--- src/rtl/drm_pkg.sv ---
package drm_pkg;
   typedef enum logic [1:0] {
      ST_IDLE  = 2'd0,
      ST_GATE  = 2'd1,
      ST_DONE  = 2'd2,
      ST_ABORT = 2'd3
   } drm_state_e;

   localparam int PACK_W = 23;
endpackage

--- src/rtl/drm_ctrl.sv ---
module drm_ctrl
   import drm_pkg::*;
(
   input  logic clk,
   input  logic rst_n,
   input  logic meas_en,
   input  logic restart,
   input  logic lol,
   input  logic gate_end,
   output logic start,
   output logic active,
   output logic commit,
   output logic done
);
   drm_state_e st_q, st_d;
   logic       restart_q;
   logic       rst_pulse;

   assign rst_pulse = restart_q & ~restart;

   always_ff @(posedge clk or negedge rst_n) begin
      if (!rst_n) restart_q <= 1'b0;
      else        restart_q <= restart;
   end

   always_comb begin
      st_d   = st_q;
      start  = 1'b0;
      commit = 1'b0;
      unique case (st_q)
         ST_IDLE: begin
            if (rst_pulse)    st_d = ST_IDLE;
            else if (meas_en) begin
               st_d  = ST_GATE;
               start = 1'b1;
            end
         end
         ST_GATE: begin
            if (rst_pulse || !meas_en) st_d = ST_IDLE;
            else if (lol)              st_d = ST_ABORT;
            else if (gate_end) begin
               st_d   = ST_DONE;
               commit = 1'b1;
            end
         end
         default: if (rst_pulse) st_d = ST_IDLE;
      endcase
   end

   always_ff @(posedge clk or negedge rst_n) begin
      if (!rst_n) st_q <= ST_IDLE;
      else        st_q <= st_d;
   end

   assign active = (st_q == ST_GATE);
   assign done   = (st_q == ST_DONE);

   // a completed restart handshake always clears the completion flag
   p_restart_clears_r4: assert property (@(posedge clk) disable iff (!rst_n)
      rst_pulse |=> !done);

   // loss of lock during a gate abandons it
   p_abort_on_lol_r10: assert property (@(posedge clk) disable iff (!rst_n)
      (active && lol && meas_en && !rst_pulse) |=> (st_q == ST_ABORT));

   // restart held high never leaves the completed state
   p_restart_level_r4: assert property (@(posedge clk) disable iff (!rst_n)
      (done && restart && restart_q) |=> done);
endmodule

--- src/rtl/drm_gate_timer.sv ---
module drm_gate_timer #(
   parameter int BASE_EXP = 14,
   parameter int SEL_W    = 2
) (
   input  logic             clk,
   input  logic             rst_n,
   input  logic             start,
   input  logic             active,
   input  logic             ref_tick,
   input  logic [SEL_W-1:0] range_sel,
   output logic             gate_end
);
   localparam int GATE_W = BASE_EXP + (1 << SEL_W);
   localparam logic [GATE_W-1:0] ONE = GATE_W'(1);

   logic [SEL_W-1:0]  sel_q;
   logic [GATE_W-1:0] ref_cnt;
   logic [GATE_W-1:0] last_idx;

   initial begin
      if (BASE_EXP < 1)
         $error("drm_gate_timer: BASE_EXP must be at least 1");
      if (SEL_W < 1 || SEL_W > 3)
         $error("drm_gate_timer: SEL_W must be 1 to 3");
   end

   always_comb last_idx = (ONE << (BASE_EXP + int'(sel_q))) - ONE;

   assign gate_end = active & ref_tick & (ref_cnt == last_idx);

   always_ff @(posedge clk or negedge rst_n) begin
      if (!rst_n) begin
         sel_q   <= '0;
         ref_cnt <= '0;
      end else begin
         if (start) sel_q <= range_sel;
         if (!active || gate_end) ref_cnt <= '0;
         else if (ref_tick)       ref_cnt <= ref_cnt + ONE;
      end
   end

   // the reference count never runs past the gate length
   p_gate_bound_r1: assert property (@(posedge clk) disable iff (!rst_n)
      active |-> (ref_cnt <= last_idx));

   // the range code is frozen for the whole gate
   p_sel_frozen_r2: assert property (@(posedge clk) disable iff (!rst_n)
      (active && !start) |=> (!active || $stable(sel_q)));
endmodule

--- src/rtl/drm_event_counter.sv ---
module drm_event_counter #(
   parameter int CNT_W = 23
) (
   input  logic             clk,
   input  logic             rst_n,
   input  logic             clear,
   input  logic             active,
   input  logic             data_tick,
   output logic [CNT_W-1:0] cnt_next
);
   localparam logic [CNT_W-1:0] MAXV = '1;

   logic [CNT_W-1:0] cnt_q;

   always_comb begin
      cnt_next = cnt_q;
      if (active && data_tick && cnt_q != MAXV) cnt_next = cnt_q + CNT_W'(1);
   end

   always_ff @(posedge clk or negedge rst_n) begin
      if (!rst_n)      cnt_q <= '0;
      else if (clear)  cnt_q <= '0;
      else if (active) cnt_q <= cnt_next;
   end

   // once full, the count holds until cleared
   p_no_overflow_r8: assert property (@(posedge clk) disable iff (!rst_n)
      (cnt_q == MAXV && !clear) |=> (cnt_q == MAXV));
endmodule

--- src/rtl/drm_rate_meter.sv ---
module drm_rate_meter
   import drm_pkg::*;
#(
   parameter int CNT_W    = 23,
   parameter int BASE_EXP = 14,
   parameter int SEL_W    = 2
) (
   input  logic             clk,
   input  logic             rst_n,
   input  logic             ref_tick,
   input  logic             data_tick,
   input  logic [SEL_W-1:0] range_sel,
   input  logic             meas_en,
   input  logic             restart,
   input  logic             lol,
   output logic [CNT_W-1:0] rate,
   output logic [7:0]       rate_hi,
   output logic [7:0]       rate_mid,
   output logic [7:0]       rate_lo,
   output logic             done,
   output logic             valid
);
   logic             start, active, commit, gate_end;
   logic [CNT_W-1:0] cnt_next;
   logic [CNT_W-1:0] rate_q;
   logic [PACK_W-1:0] packed_rate;
   logic [7:0]        low_bytes [2];

   initial begin
      if (CNT_W < 1 || CNT_W > PACK_W)
         $error("drm_rate_meter: CNT_W must be 1 to 23");
   end

   drm_ctrl u_ctrl (
      .clk      (clk),
      .rst_n    (rst_n),
      .meas_en  (meas_en),
      .restart  (restart),
      .lol      (lol),
      .gate_end (gate_end),
      .start    (start),
      .active   (active),
      .commit   (commit),
      .done     (done)
   );

   drm_gate_timer #(.BASE_EXP(BASE_EXP), .SEL_W(SEL_W)) u_gate (
      .clk       (clk),
      .rst_n     (rst_n),
      .start     (start),
      .active    (active),
      .ref_tick  (ref_tick),
      .range_sel (range_sel),
      .gate_end  (gate_end)
   );

   drm_event_counter #(.CNT_W(CNT_W)) u_events (
      .clk       (clk),
      .rst_n     (rst_n),
      .clear     (start),
      .active    (active),
      .data_tick (data_tick),
      .cnt_next  (cnt_next)
   );

   always_ff @(posedge clk or negedge rst_n) begin
      if (!rst_n)      rate_q <= '0;
      else if (commit) rate_q <= cnt_next;
   end

   generate
      if (CNT_W < PACK_W) begin : g_pad
         assign packed_rate = {{(PACK_W-CNT_W){1'b0}}, rate_q};
      end else begin : g_full
         assign packed_rate = rate_q;
      end
      for (genvar b = 0; b < 2; b++) begin : g_byte
         assign low_bytes[b] = packed_rate[8*b +: 8];
      end
   endgenerate

   assign rate     = rate_q;
   assign rate_lo  = low_bytes[0];
   assign rate_mid = low_bytes[1];
   assign rate_hi  = {1'b0, packed_rate[22:16]};
   assign valid    = done & ~lol;

   // the result moves only when a gate is committed
   p_result_atomic_r9: assert property (@(posedge clk) disable iff (!rst_n)
      !commit |=> $stable(rate_q));

   // completion rises only from a committed gate
   p_done_source_r5: assert property (@(posedge clk) disable iff (!rst_n)
      $rose(done) |-> $past(commit));

   // no completion while gating
   p_busy_not_done_r5: assert property (@(posedge clk) disable iff (!rst_n)
      active |-> !done);
endmodule

--- config.mk ---
export PLATFORM = sky130hd
export DESIGN_NAME = drm_rate_meter
export DESIGN_NICKNAME = d
export VERILOG_FILES = /design/src/rtl/drm_pkg.sv /design/src/rtl/drm_ctrl.sv /design/src/rtl/drm_gate_timer.sv /design/src/rtl/drm_event_counter.sv /design/src/rtl/drm_rate_meter.sv
export SDC_FILE = /design/constraint.sdc
export NUM_CORES = 1
export LEC_CHECK = 0
export CAP_MARGIN = 30
export CORE_ASPECT_RATIO = 1.2
export CORE_UTILIZATION = 64
export DETAILED_ROUTE_END_ITERATION = 7
export DONT_BUFFER_PORTS = 1
export PLACE_DENSITY_LB_ADDON = 0.15
export RECOVER_POWER = 25
export SYNTH_ARGS = -nofsm -noshare
export SYNTH_HDL_FRONTEND = slang
export SYNTH_SLANG_ARGS = --single-unit
--- constraint.sdc ---
create_clock -name clk -period 2.6 [get_ports clk]
set_clock_uncertainty 0.1 [all_clocks]
set_input_delay 0.52 -clock clk [delete_from_list [all_inputs] [get_ports clk]]
set_output_delay 0.52 -clock clk [all_outputs]
set_load 0.01 [all_outputs]
* Word level (Yosys, flattened, before mapping) *
Index checks and enable logic that the tools add are counted.

operators by class
  $add $sub $neg = 4
  eq/ne operators = 6
  shift operators = 1
  mux-type cells = 19
  bitwise logic cells = 6
  reduce and logical (&&, ||, !) cells = 11

operators with widths
  kind                                                  count
  2-to-1 mux 23 bit                                     3
  2-to-1 mux 18 bit                                     2
  left shift 1 x 32 -> 18 bit (first input constant)    1
  adder 23 x 1 -> 23 bit (second input constant)        1
  != test 23 bit (second input constant)                1
  adder 18 x 1 -> 18 bit (second input constant)        1
  equality test 18 bit                                  1
  subtractor 18 x 1 -> 18 bit (second input constant)   1
  2-to-1 mux 2 bit                                      6
  2-to-1 mux 1 bit                                      7
  adder 4 x 2 -> 5 bit (first input constant)           1
  bitwise AND 1 bit                                     4
  != test 4 bit (second input constant)                 1
  one-hot mux 2 bit (2 select lines)                    1
  nonzero test 2 bit                                    2
  != test 3 x 2 -> 1 bit (second input constant)        1
  AND reduction 3 bit                                   1
  nonzero test 3 bit                                    1
  equality test 2 x 1 -> 1 bit (second input constant)  1
  equality test 2 bit (second input constant)           1
  logical AND 1 bit                                     2
  logical NOT 1 bit                                     2
  logical NOT 2 bit                                     1
  logical OR 1 bit                                      2
  inverter 1 bit                                        2

storage, ports and cells
  bits in registers = 69
  bits of input ports = 9
  word-level logic and storage cells = 53

* Depth between registers and ports, before layout *
  word-level depth = 9
  mapped depth = 8

* Hierarchy *
Synthesis repeated with hierarchy kept, for this count alone.

second synthesis, totals
  cell total of the unflattened synthesis = 384
  area total of the unflattened synthesis = 3973.8 um2

by module, submodules not included
  module             times used  cells an instance  area an instance (um2)
  drm_event_counter  1           192                1724.2
  drm_rate_meter     1           74                 1047.3
  drm_gate_timer     1           104                1043.5
  drm_ctrl           1           14                 158.9

* Worst setup path after synthesis *
Ideal clock, no wire load.

  path type = register -> register
  start = register u_gate.sel_q[1]
  end = register rate_q[20] (netlist: rate[20])
  setup time = 0.128 ns
  data arrival time = 1.875 ns
  data required time = 2.372 ns
  slack = 0.498 ns
  cell stages (with the launch flop) = 8
  buffers on the path = 2
  clock period less this slack = 2.102 ns
  cells stage by stage = dfrtp_1 -> buf_2 -> xnor2_1 -> o211a_1 -> nor4_4 -> and2_1 -> buf_6 -> mux2_1

between the ends
  cells in the longest elaborated chain, start to end = 9

RTL lines
  item                         line                  RTL
  start, declared              drm_gate_timer.sv:16  logic [SEL_W-1:0] sel_q;
  start signal, assigned       drm_gate_timer.sv:36  if (start) sel_q <= range_sel;
  adder 4 x 2 -> 5 bit         drm_gate_timer.sv:27  always_comb last_idx = (ONE << (BASE_EXP + int'(sel_q))) - ONE;
  left shift 1 x 32 -> 18 bit  drm_gate_timer.sv:27
  subtractor 18 x 1 -> 18 bit  drm_gate_timer.sv:27
  equality test 18 bit         drm_gate_timer.sv:29  assign gate_end = active & ref_tick & (ref_cnt == last_idx);
  bitwise AND 1 bit            drm_gate_timer.sv:29
  2-to-1 mux 1 bit             drm_ctrl.sv:41        else if (gate_end) begin
  2-to-1 mux 1 bit             drm_ctrl.sv:40        else if (lol) st_d = ST_ABORT;
  2-to-1 mux 1 bit             drm_ctrl.sv:39        if (rst_pulse || !meas_en) st_d = ST_IDLE;
  2-to-1 mux 1 bit             drm_ctrl.sv:30        unique case (st_q)
  end signal, assigned         drm_rate_meter.sv:68  else if (commit) rate_q <= cnt_next;
  end, declared                drm_rate_meter.sv:25  logic [CNT_W-1:0] rate_q;

Every way passes these cells.
A chain may end at the register's enable or synchronous reset.

* Worst setup path after layout *
  start = register u_events.cnt_q[3]
  end = register rate_q[20] (netlist: rate[20])

between the ends
  cells in the longest elaborated chain, start to end = 3

RTL lines
  item                                                                            line                     RTL
  start, declared                                                                 drm_event_counter.sv:13  logic [CNT_W-1:0] cnt_q;
  start signal, assigned                                                          drm_event_counter.sv:23  else if (active) cnt_q <= cnt_next;
  parallel branches: the longest is 2 deep, another holds adder 23 x 1 -> 23 bit  -
  2-to-1 mux 23 bit (*)                                                           drm_event_counter.sv:17  if (active && data_tick && cnt_q != MAXV) cnt_next = cnt_q + CNT_W'(1);

Mark *: on every way between the ends.

==> flow_summary.toml <==
[place]
place.gp.congestion = 0.834
dp_slack_ps = 326
place_hpwl_um = 5720
port_buffers = 0

[synth]
synth_cell_types = 58
synth_seq_area_share_pct = 43.1
synth_edf_count = 0
ys.flop_type = "dfrtp_1"
postSynthCellCount = 411
async_flop_share_pct = 100
yosys_warnings = 0
synth_area_per_cell_um2 = 9.75
ys_seq_elements = 69
synthesis.area_um2 = 4010
syn_nets = 423

[global_routing]
grt_busiest_layer = "met2"
grtUsageTotal_pct = 28.0
grt_max_degree = 70
grt_pass1_wl_um = 13500
gr-usage-met1_pct = 30.3
antenna_found_initial = 0
grt.met3_usage_pct = 7.86
overflow = 0
grt_pass1_vias = 2888
use_met2_pct = 50.8

[layout]
most-common-layout-cells = "69 x dfrtp_1, 32 x a21oi_1, 31 x nor2_1, 31 x nand2_1, 25 x xnor2_1"
layout_commonest_cell = "dfrtp_1"
syn_to_final_growth_pct = 0.0624
layout-drive-gt1-share_pct = 12.5
multiInputGateArea_um2 = 1930
seq_area_um2 = 1730
final_nets = 394
diodes = 0
fill_cells = 513

[critical_path]
path_max_fanout = 9
cp_num_buf_inv = 0
crit_path_end_kind = "flip-flop"
cp_slowest_stage_delay_ps = 500
rrSetupSlack_ps = 270
cp_slowest_cell = "dfrtp_1"
worstPathRequired_ps = 2730
path_cells = "and4_1 > and4_1 > nand4_1 > xnor2_1 > mux2_1"
crit_top_cell = "and4_1"
critPathTopFamily = "simple AND/OR/NAND/NOR gates"
crit_arrival_ps = 2470
path_class = "flip-flop to flip-flop"
startpoint_type = "flip-flop"

[floorplan]
rows = 31
die_height_um = 88.7
die_area_um2 = 6580
fp.dieW_um = 74.2
coreArea_um2 = 6050
ioPinCount = 58
start_util_pct = 66.2

[run]
cap_violations = 1

[timing]
whs_ps = 101
tns_ps = 0
hold_violations = 0
setup_slack_ps = 266
timing.fmax_mhz = 428
setup_viol = 0
slew_viol_final = 70
slew_headroom_pct = -1.10
min_period_ps = 2330
grt_setup_unrepaired = "no"
tightest_slew_ps = 1520
fin_crit_sh_pct = 89.8

[clock_tree]
numCtsBuffers = 9
clock_latency_ps = 350
path_clk_slew_ps = 70
h-tree-depth = 3
clk_path_buf_depth = 2
post_cts_buffers = 0
root_buffer = "clkbuf_8"
cts.sinks = 69
cts_tree = "yes"

[detailed_routing]
drc_errors = 0
wl_um = 8170
antenna_left = 0
wl_per_cell_um = 17.5
vias_per_cell = 6.24
vias = 2916
drt_first_iter_violations = 195
firstDrtPassIters = 4

[power_and_ir_drop]
ir_drop_v = 0.000325
leakagePower_uw = 0.00165
power.density_nw_per_um2 = 527
total_power_uw = 2110

[worst_hold_path]
hold_path.class = "input pin to flip-flop"

[run_status]
outcome = "finished, violations left"
failed_checks = "max-capacitance violations, max-slew violations"
[per-stage QoR]
step                std cells  instance area (µm²)  utilization (%)
floorplan                 411                 4010                -
global placement          451                 3850             63.6
detailed placement        451                 3850             63.6
CTS                       467                 4030             66.6
global route              467                 4010             66.3
finish                    467                 4010             66.3
[sequential cells by signal, summed over array words and instances (netlist names)]
| name | count |
|---|---|
| rate | 23 |
| u_ctrl.st_q | 2 |
| u_events.cnt_q | 23 |
| u_gate.ref_cnt | 18 |
| u_gate.sel_q | 2 |
| u_ctrl.restart_q | 1 |
[worst reg2reg max path, delay by kind of cell, from the launching register on]
family	cells	cell delay (ps)
muxes	1	280
xor gates and xnor gates	1	180
and+or+nand+nor	3	1160
DFF	1	500
[synthesized netlist by cell type, types with 4 or more instances]
cell,number,area share [%]
nand2b_1,4,0.62
nor4_1,6,0.94
a21oi_1,32,4.0
nand2_1,31,2.9
and4_1,6,1.3
buf_4,28,5.2
xor2_1,9,2.0
xnor2_1,25,5.5
nand4_1,16,2.5
mux2i_1,7,1.7
nand3_1,18,2.2
buf_2,8,1.0
inv_1,7,0.66
nor3_1,13,1.6
mux2_4,6,2.2
o21ai_0,13,1.6
dfrtp_1,69,43
clkbuf_1,10,0.94
o31ai_1,5,0.94
nor2_1,31,2.9
[final timing paths]
| check | from | end | cells after the start |
|---|---|---|---|
| worst max-delay path | u_events.cnt_q[3] | rate[20] | 5 |
| worst min-delay path | restart | u_ctrl.restart_q | 0 |
| worst max register to register | u_events.cnt_q[3] | rate[20] | 5 |
| worst min register to register | u_events.cnt_q[19] | rate[19] | 2 |
| max in group asynchronous | rst_n | u_events.cnt_q[15] | 2 |
| min in group asynchronous | rst_n | rate[8] | 2 |
[logic make-up (layout without fill, tap and decap cells)]
kind of cell | count (synthesis) | in the layout | synth area share (%)
AO/OA/AOI/OAI | 76 | 76 | 12.9
other | 1 | 1 | 0.0936
flip-flops | 69 | 69 | 43.1
adder cells (fa/ha/maj) | 3 | 3 | 0.937
multiplexers | 16 | 16 | 4.84
XOR/XNOR | 34 | 34 | 7.43
buffers and inverters | 57 | 31 | 8.81
AND/OR/NAND/NOR | 155 | 155 | 21.9
[what timing repair did]
item	in CTS	in global routing
hold buffers	2	0
hold endpoints to repair	69	0
resized for setup	0	0
[cell type report]
class	instances	share of cell area, %
repair buffers	10	1.87
clock inverters	3	0.375
clock buffers	11	3.28
well taps	82	2.56
multi-input cells	285	48.2
flip-flops and latches	69	43.1
inverters	7	0.655
[where the power goes]
group          total (µW)  switching, µW  internal [µW]
Clock                 718            387            331
Sequential           1170           60.7           1110
Combinational         226            148           78.0
[per-layer routing]
layer / routed length, µm / vias up
met3: 336 / 13
li1: - / 1383
met1: 3180 / 1461
met2: 4500 / 59
met4: 152 / 0
met5: 0 / -
(Power assumes the default switching activity.)
